[config.mk]
export PLATFORM = sky130hd
export DESIGN_NAME = icp_intc
export DESIGN_NICKNAME = d
export VERILOG_FILES = /design/src/rtl/icp_pkg.sv /design/src/rtl/icp_cfg_regs.sv /design/src/rtl/icp_level_map.sv /design/src/rtl/icp_arbiter.sv /design/src/rtl/icp_intc.sv
export SDC_FILE = /design/constraint.sdc
export NUM_CORES = 1
export LEC_CHECK = 0
export BUFFER_PORTS_ARGS = -buffer_cell sky130_fd_sc_hd__buf_4
export CELL_PAD_IN_SITES_DETAIL_PLACEMENT = 0
export CELL_PAD_IN_SITES_GLOBAL_PLACEMENT = 1
export CORE_UTILIZATION = 44
export CTS_CLUSTER_DIAMETER = 120
export DETAILED_ROUTE_END_ITERATION = 6
export GPL_TIMING_DRIVEN = 0
export PLACE_DENSITY = 0.81
export SYNTH_ARGS = -nofsm -noshare
export SYNTH_HDL_FRONTEND = slang
export SYNTH_SLANG_ARGS = --single-unit
[constraint.sdc]
create_clock -name clk -period 4.63 [get_ports clk]
set_clock_uncertainty 0.1 [all_clocks]
set_input_delay 0.2315 -clock clk [delete_from_list [all_inputs] [get_ports clk]]
set_output_delay 0.2315 -clock clk [all_outputs]
set_load 0.03 [all_outputs]
[src/rtl/icp_pkg.sv]
package icp_pkg;
    localparam int FIELDS_PER_WORD = 8;
    localparam int SEL_W           = 2;
    localparam int NUM_LEVELS      = 4;
    localparam int WORD_W          = FIELDS_PER_WORD * SEL_W;

    typedef logic [SEL_W-1:0] sel_t;
    typedef logic [1:0]       lvl_t;

    localparam sel_t SEL_OFF = 2'b00;
endpackage

[src/rtl/icp_cfg_regs.sv]
module icp_cfg_regs
    import icp_pkg::*;
#(
    parameter int N      = 16,
    parameter int VEC_W  = 16,
    parameter int AW     = 2,
    localparam int NW    = (N + FIELDS_PER_WORD - 1) / FIELDS_PER_WORD
) (
    input  logic                 clk,
    input  logic                 rst_n,
    input  logic                 we,
    input  logic [AW-1:0]        addr,
    input  logic [WORD_W-1:0]    wdata,
    output logic [WORD_W-1:0]    rdata,
    output logic [SEL_W*N-1:0]   sel_flat,
    output logic [VEC_W-1:0]     vec_base
);

    typedef struct packed {
        logic [SEL_W*N-1:0] sel;
        logic [VEC_W-1:0]   base;
    } cfg_t;

    cfg_t cfg_d, cfg_q;

    always_comb begin
        cfg_d = cfg_q;
        if (we) begin
            if (addr == '0) begin
                cfg_d.base = VEC_W'(wdata);
            end
            for (int k = 0; k < NW; k++) begin
                if (addr == AW'(k + 1)) begin
                    for (int j = 0; j < FIELDS_PER_WORD; j++) begin
                        if (k * FIELDS_PER_WORD + j < N) begin
                            cfg_d.sel[SEL_W*(k*FIELDS_PER_WORD+j) +: SEL_W] = wdata[SEL_W*j +: SEL_W];
                        end
                    end
                end
            end
        end
    end

    always_ff @(posedge clk or negedge rst_n) begin
        if (!rst_n) begin
            cfg_q <= '0;
        end else begin
            cfg_q <= cfg_d;
        end
    end

    always_comb begin
        rdata = '0;
        if (addr == '0) begin
            rdata = WORD_W'(cfg_q.base);
        end
        for (int k = 0; k < NW; k++) begin
            if (addr == AW'(k + 1)) begin
                for (int j = 0; j < FIELDS_PER_WORD; j++) begin
                    if (k * FIELDS_PER_WORD + j < N) begin
                        rdata[SEL_W*j +: SEL_W] = cfg_q.sel[SEL_W*(k*FIELDS_PER_WORD+j) +: SEL_W];
                    end
                end
            end
        end
    end

    assign sel_flat = cfg_q.sel;
    assign vec_base = cfg_q.base;

    AST_BAD_ADDR_IGNORED: assert property (@(posedge clk) disable iff (!rst_n)
        (we && addr > AW'(NW)) |=> ($stable(sel_flat) && $stable(vec_base)));

endmodule

[src/rtl/icp_level_map.sv]
module icp_level_map
    import icp_pkg::*;
#(
    parameter int N     = 16,
    parameter int N_DBG = 4
) (
    input  logic [SEL_W*N-1:0] sel_flat,
    output logic [N-1:0]       src_en,
    output logic [2*N-1:0]     lvl_flat
);

    for (genvar i = 0; i < N; i++) begin : g_src
        sel_t code;
        assign code      = sel_flat[SEL_W*i +: SEL_W];
        assign src_en[i] = (code != SEL_OFF);
        if (i < N_DBG) begin : g_dbg
            // debug group: codes 1..3 land on levels 1..3
            assign lvl_flat[2*i +: 2] = lvl_t'(code);
        end else begin : g_per
            // peripheral group: codes 1..3 land on levels 0..2
            assign lvl_flat[2*i +: 2] = (code == SEL_OFF) ? 2'd0 : lvl_t'(code - 2'd1);
        end
    end

endmodule

[src/rtl/icp_arbiter.sv]
module icp_arbiter
    import icp_pkg::*;
#(
    parameter int N      = 16,
    localparam int IDX_W = (N > 1) ? $clog2(N) : 1
) (
    input  logic [N-1:0]     req,
    input  logic [N-1:0]     src_en,
    input  logic [2*N-1:0]   lvl_flat,
    output logic             win_valid,
    output lvl_t             win_lvl,
    output logic [IDX_W-1:0] win_idx
);

    logic             lvl_hit [NUM_LEVELS];
    logic [IDX_W-1:0] lvl_idx [NUM_LEVELS];

    for (genvar l = 0; l < NUM_LEVELS; l++) begin : g_lvl
        logic [N-1:0]     elig;
        logic             hit;
        logic [IDX_W-1:0] idx;
        always_comb begin
            for (int i = 0; i < N; i++) begin
                elig[i] = req[i] && src_en[i] && (lvl_flat[2*i +: 2] == lvl_t'(l));
            end
            hit = |elig;
            idx = '0;
            for (int i = N - 1; i >= 0; i--) begin
                if (elig[i]) idx = IDX_W'(i);
            end
        end
        assign lvl_hit[l] = hit;
        assign lvl_idx[l] = idx;
    end

    always_comb begin
        win_valid = 1'b0;
        win_lvl   = '0;
        win_idx   = '0;
        for (int l = 0; l < NUM_LEVELS; l++) begin
            if (lvl_hit[l]) begin
                win_valid = 1'b1;
                win_lvl   = lvl_t'(l);
                win_idx   = lvl_idx[l];
            end
        end
        if (win_valid) begin
            AST_WINNER_ELIGIBLE: assert (req[win_idx] && src_en[win_idx]);
        end
    end

endmodule

[src/rtl/icp_intc.sv]
module icp_intc
    import icp_pkg::*;
#(
    parameter int N_DBG   = 4,
    parameter int N_PER   = 12,
    parameter int VEC_W   = 16,
    localparam int N      = N_DBG + N_PER,
    localparam int NW     = (N + FIELDS_PER_WORD - 1) / FIELDS_PER_WORD,
    localparam int CFG_AW = $clog2(NW + 2),
    localparam int IDX_W  = (N > 1) ? $clog2(N) : 1
) (
    input  logic              clk,
    input  logic              rst_n,
    input  logic [N-1:0]      src_req,
    input  logic              swi_low_req,
    input  logic [1:0]        core_mask,
    input  logic              irq_ack,
    input  logic              cfg_we,
    input  logic [CFG_AW-1:0] cfg_addr,
    input  logic [15:0]       cfg_wdata,
    output logic [15:0]       cfg_rdata,
    output logic              irq,
    output logic [VEC_W-1:0]  irq_vector,
    output logic              wake
);

    typedef struct packed {
        logic             irq;
        logic             wake;
        logic [VEC_W-1:0] vec;
    } state_t;

    logic [SEL_W*N-1:0] sel_flat;
    logic [VEC_W-1:0]   vec_base;
    logic [N-1:0]       src_en;
    logic [2*N-1:0]     lvl_flat;
    logic               win_valid;
    lvl_t               win_lvl;
    logic [IDX_W-1:0]   win_idx;

    icp_cfg_regs #(.N(N), .VEC_W(VEC_W), .AW(CFG_AW)) u_cfg (
        .clk      (clk),
        .rst_n    (rst_n),
        .we       (cfg_we),
        .addr     (cfg_addr),
        .wdata    (cfg_wdata),
        .rdata    (cfg_rdata),
        .sel_flat (sel_flat),
        .vec_base (vec_base)
    );

    icp_level_map #(.N(N), .N_DBG(N_DBG)) u_map (
        .sel_flat (sel_flat),
        .src_en   (src_en),
        .lvl_flat (lvl_flat)
    );

    icp_arbiter #(.N(N)) u_arb (
        .req       (src_req),
        .src_en    (src_en),
        .lvl_flat  (lvl_flat),
        .win_valid (win_valid),
        .win_lvl   (win_lvl),
        .win_idx   (win_idx)
    );

    state_t st_d, st_q;
    logic             hw_ok, sw_ok, qualify;
    logic [VEC_W-1:0] cand_vec;

    always_comb begin
        hw_ok    = win_valid && (win_lvl >= core_mask);
        sw_ok    = swi_low_req && !win_valid && (core_mask == 2'd0);
        qualify  = hw_ok || sw_ok;
        cand_vec = hw_ok ? (vec_base + (VEC_W'(win_idx) << 1))
                         : (vec_base + VEC_W'(2 * N));

        st_d      = st_q;
        st_d.wake = qualify;
        if (st_q.irq) begin
            if (irq_ack) st_d.irq = 1'b0;
        end else begin
            st_d.irq = qualify;
            if (qualify) st_d.vec = cand_vec;
        end
    end

    always_ff @(posedge clk or negedge rst_n) begin
        if (!rst_n) begin
            st_q <= '0;
        end else begin
            st_q <= st_d;
        end
    end

    assign irq        = st_q.irq;
    assign irq_vector = st_q.vec;
    assign wake       = st_q.wake;

    AST_HOLD_VECTOR: assert property (@(posedge clk) disable iff (!rst_n)
        (irq && !irq_ack) |=> (irq && $stable(irq_vector)));
    AST_ACK_CLEARS: assert property (@(posedge clk) disable iff (!rst_n)
        (irq && irq_ack) |=> !irq);
    AST_RISE_WITH_WAKE: assert property (@(posedge clk) disable iff (!rst_n)
        $rose(irq) |-> wake);
    AST_MASK_BLOCKS: assert property (@(posedge clk) disable iff (!rst_n)
        (!irq && !swi_low_req && win_valid && (win_lvl < core_mask)) |=> !irq);

endmodule

* Yosys cells after proc, flatten, opt, wreduce, memory -nomap -nowiden *
Cells that the tools add are included.

storage, ports and cells
  flip-flop bits (word level) = 66
  input port bits = 41
  logic and storage cells = 304

cells by class
  add/subtract/negate cells = 14
  order comparisons = 1
  equality and inequality tests = 50
  mux-type cells = 93
  bitwise logic cells = 1
  reduce and logical (&&, ||, !) cells = 139

operator list
  operator                 number
  $mux W4                  68
  $logic_and A1 B1 Y1      83
  $eq A2 B2 Y1 const B     33
  $mux W16                 4
  $reduce_or A16 Y1        4
  $logic_not A2 Y1         30
  $eq A2 B1 Y1 const B     17
  $reduce_bool A2 Y1       16
  $mux W2                  14
  $sub A2 B1 Y2 const B    12
  $add A16 B5 Y16          1
  $add A16 B6 Y16 const B  1
  $reduce_and A2 Y1        4
  $mux W1                  7
  $ge A2 B2 Y1             1
  $logic_not A1 Y1         1
  $logic_or A1 B1 Y1       1
  $not A1 Y1               1

* Depth between registers and ports, before layout *
  depth in word-level cells = 26
  gate-level depth with buffers = 15

* By module *
A second synthesis with hierarchy kept.

unflattened totals
  cell total of the unflattened synthesis = 519
  area total of the unflattened synthesis = 5123.7 um^2

by module, submodules not included
  module         instances  cells an instance  area an instance (um^2)  seq. area each (um^2)
  icp_cfg_regs   1          141                2165.8                   1201.2
  icp_arbiter    1          207                1443.9                   0.0
  icp_intc       1          123                1203.7                   450.4
  icp_level_map  1          48                 310.3                    0.0

* Worst setup path after synthesis *
Ideal clock, no wire load.

  path kind = flip-flop to flip-flop
  from = reg u_cfg.cfg_q (netlist bit u_cfg.sel_flat[13])
  to = reg st_q (netlist bit irq_vector[6])
  setup time = 0.125 ns
  data arrival time = 3.331 ns
  data required time = 4.405 ns
  slack = 1.074 ns
  cell stages (with the launch flop) = 16
  path buffers = 0
  period minus slack after synthesis = 3.556 ns
  cell sequence = dfrtp_1 > and3b_1 > nor4_4 > and4bb_4 > nand3b_1 > o31ai_1 > o22ai_1 > a21boi_0 > ha_1 > a21o_1 > a21o_1 > a21oi_1 > nor2b_1 > xnor2_1 > a21oi_1 > mux2_4

on the way
  cells in the longest elaborated chain, start to end = 17
  elaborated cells on any way between the ends = 65

ends and longest elaborated chain
  what                                                      line                 text
  start, declared                                           icp_cfg_regs.sv:24   cfg_t cfg_d, cfg_q;
  start signal, assigned                                    icp_cfg_regs.sv:48   cfg_q <= cfg_d;
  $sub A2 B1 Y2 / $logic_not A2 Y1 (equally long branches)  icp_level_map.sv:21  assign lvl_flat[2*i +: 2] = (code == SEL_OFF) ? 2'd0 : lvl_t'(code - 2'd1);
  $mux W2                                                   icp_level_map.sv:21
  $logic_not A2 Y1                                          icp_arbiter.sv:24    elig[i] = req[i] && src_en[i] && (lvl_flat[2*i +: 2] == lvl_t'(l));
  $logic_and A1 B1 Y1                                       icp_arbiter.sv:24
  $mux W4 (7 in series)                                     icp_arbiter.sv:29    if (elig[i]) idx = IDX_W'(i);
  $mux W4 (4 in series)                                     icp_arbiter.sv:41    if (lvl_hit[l]) begin
  $add A16 B5 Y16                                           icp_intc.sv:75       cand_vec = hw_ok ? (vec_base + (VEC_W'(win_idx) << 1))
  $mux W16                                                  icp_intc.sv:75
  end signal, assigned                                      icp_intc.sv:92       st_q <= st_d;
  end, declared                                             icp_intc.sv:67       state_t st_d, st_q;

Parallel ways exist; a longest one is shown, timed or not.
A chain may end at the register's enable or synchronous reset.

* Worst setup path in the final report *
  from = reg u_cfg.cfg_q (netlist bit u_cfg.sel_flat[31])
  to = reg st_q (netlist bit irq_vector[6])

on the way
  cells in the longest elaborated chain, start to end = 26
  elaborated cells on any way between the ends = 101

ends and longest elaborated chain
  what                                                      line
  $sub A2 B1 Y2 / $logic_not A2 Y1 (equally long branches)  icp_level_map.sv:21
  $mux W2                                                   icp_level_map.sv:21
  $logic_not A2 Y1                                          icp_arbiter.sv:24
  $logic_and A1 B1 Y1                                       icp_arbiter.sv:24
  $mux W4 (16 in series)                                    icp_arbiter.sv:29
  $mux W4 (4 in series)                                     icp_arbiter.sv:41
  $add A16 B5 Y16                                           icp_intc.sv:75
  $mux W16                                                  icp_intc.sv:75

Parallel ways exist; a longest one is shown, timed or not.

==> flow_summary.ini <==
[outcome]
outcome = complete, no violations

[synth]
yosysMostFrequentCell = dfrtp_1
yosys-top-cells-count = dfrtp_1 (66), mux2_2 (56), nand2_1 (38)
async_flop_share_pct = 100.0
yosysUniqueCellTypes = 53
synth_area_leaders = dfrtp_1 (38%), mux2_2 (15%), nand3b_1 (4.0%)
syn_nets = 451
synthCells = 402
synth_top_area_cell = dfrtp_1
syn_area_um2 = 4293
synthDominantCellAreaShare_pct = 38.47
yosys_most_used_dff = dfrtp_1
ys_seq_area_share_pct = 38.47
synth-edff-count = 0
yosys_warnings = 0
ys_ff_latch = 66
syn_avg_cell_area_um2 = 10.68

[layout]
multi_input_area_um2 = 2580
num-nets-final = 536
seqCellArea_um2 = 1652
syn_to_final_growth_pct = 22.24
drive_gt1_share_pct = 34.55
stdcell_area_um2 = 5248
filler_cell_count = 859
antenna_cells = 0

[sta]
rsz0062_at_grt = false
drv_slew = 0
finalSetupTns_ns = 0
period_minus_slack_ns = 4.210
worstMarginPinSlew_ns = 1.318
max_freq_mhz = 237.5
min_period_over_period_pct = 90.93
hold_violations = 0
maxSlewHeadroom_pct = 11.95
setup_violations = 0

[clock_tree]
cts_tree = built
cts-resized-gates = 0
cts_made_buffers = 9
cts_max_path_buffers = 2
clk_latency_ns = 0.34
path_clk_slew_ns = 0.08
htree_levels = 3
post-cts-setup-buffer-count = 0
cts-hold-fix-buffers = 2
clock_sinks = 66
root_buffer = clkbuf_8

[power_and_ir_drop]
ir_drop_mv = 0.2624
power_frac_comb_pct = 45.4
seqPwrFrac_pct = 33.6
pwr-share-clk_pct = 21.0
power_density_nw_per_um2 = 508.6
switching_share_pct = 38.81
leakagePower_nw = 2.371
power_switching_mw = 1.036
intPower_mw = 1.633

[floorplan]
coreArea_um2 = 9328
start_util_pct = 46.02
io-pin-count = 75
placementRows = 35
die-area_um2 = 10160
dieHeight_um = 100.8
die_w_um = 100.8

[global_route]
grt_pass1_wl_um = 17750
grt_max_degree = 67
grt-ovfl-total = 0
grtUsageTotal_pct = 23.35
antenna_found_initial = 0
grt_pass1_vias = 3379

[setup_path]
critPathLaunchType = flip-flop
crit_type = flip-flop to flip-flop
crit_path_end_kind = flip-flop
worstPathRequired_ns = 4.76
crit_fanout = 6
cp.arrival_ns = 4.34

[drt]
route.detailed.drc = 0
ant_nets = 0
drt_wl_total_um = 11410
viasPerCell = 5.700
wl_per_cell_um = 18.37
drtIter0Drc = 128
via_count = 3540
first_pass_iters = 6

[placed_design]
hpwl_um = 8744
placed_cell_area_um2 = 4995
port_buffers = 72
routabilityCongestion = 0.8774

[hold_path]
holdCritPathClass = input port to flip-flop

[run]
max-cap-violations = 0
-- per-layer routing --
layer	vias to the layer above	routed length (um)	track usage, %
met1	1735	5376	32.03
met4	0	121	5.797
met3	16	464	3.675
met5	-	0	0
met2	108	5446	38.67
li1	1681	-	-
-- placed cells by master, fill, tap and decap left out, drive strengths merged, types with 2 or more instances in the layout --
cell type	count
nand2b	2
xor2	11
ha	7
and3	8
nand3b	23
dlygate4sd3	2
xnor2	2
a21o	4
a211oi	6
o21ai	23
and4bb	2
nor2	15
and3b	12
a31oi	6
dfrtp	66
a21bo	2
nand4	6
or3b	2
mux2	67
clkbuf	19
o21a	2
o211ai	4
bufinv	2
mux2i	17
buf	75
nor2b	5
nand2	38
nand3	20
a21oi	12
a41oi	2
o31ai	2
nand4b	2
nor4	3
inv	5
a21boi	5
-- registers in the layout, summed over array words and instances, names as in the netlist --
register	cells
irq	1
u_cfg.sel_flat	32
wake	1
irq_vector	16
u_cfg.vec_base	16
-- path summary, 6_finish.rpt --
| check | from | to | slack (ns) | cells past startpoint |
|---|---|---|---|---|
| max reg2reg | u_cfg.sel_flat[31] | irq_vector[6] | 0.42 | 15 |
| min in group asynchronous | rst_n | u_cfg.sel_flat[17] | 0.45 | 2 |
| min | cfg_wdata[10] | u_cfg.sel_flat[10] | 0.03 | 2 |
| max | u_cfg.sel_flat[31] | irq_vector[6] | 0.42 | 15 |
| min reg2reg | irq_vector[12] | irq_vector[12] | 0.41 | 1 |
| max in group asynchronous | rst_n | u_cfg.sel_flat[21] | 3.43 | 2 |
-- power by group through the flow --
stage | sequential [mW] | combinational (mW) | clock, mW
3_3_place_gp | 0.899 | 1.19 | 0
6_report | 0.896 | 1.21 | 0.561
5_1_grt | 0.923 | 1.30 | 0.593
2_1_floorplan | 1.01 | 0.713 | 0
4_1_cts | 0.897 | 1.22 | 0.574
3_5_place_dp | 0.908 | 1.21 | 0
-- critical path: stages (launching register included) --
cell	delay [ns]
dfrtp_1	0.46
and3b_1	0.23
nand4b_1	0.24
and4bb_4	0.43
nand3b_1	0.10
o31ai_1	0.25
o22ai_1	0.10
a21boi_0	0.42
ha_1	0.32
a21o_1	0.15
a21o_1	0.19
a21oi_1	0.44
nor2b_1	0.12
xnor2_1	0.18
a21oi_1	0.09
mux2_4	0.26
-- cell families after synthesis --
| logic type | after synthesis | synth area share (%) |
|---|---|---|
| and+or+nand+nor | 142 | 20.43 |
| muxes | 84 | 22.50 |
| xor gates and xnor gates | 13 | 2.652 |
| AOI/OAI and AO/OA | 75 | 12.01 |
| DFF | 66 | 38.47 |
| buffers and inverters | 14 | 1.428 |
| adders and majority gates | 8 | 2.506 |
-- area by class of cell --
class / count / area share [%]
Timing Repair Buffer: 74 / 10.68
Tap cell: 129 / 3.076
Clock inverter: 6 / 1.812
Clock buffer: 10 / 2.623
Inverter: 2 / 0.1431
Buffer: 12 / 1.025
Multi-Input combinational cell: 322 / 49.17
Sequential cell: 66 / 31.47
-- per-stage QoR --
step	hold slack, ns	power, mW	util, %	instances	setup WS [ns]
after detailed placement	0.2972	2.113	53.55	603	0.4194
after global placement	0.2821	2.089	53.55	603	0.4690
final	0.03491	2.669	56.26	621	0.4201
after floorplan	-0.1641	1.723	-	402	1.074
after global routing	0.02200	2.820	56.26	621	0.1384
after CTS	0.02248	2.686	56.26	621	0.3842
(Power assumes the default switching activity.)
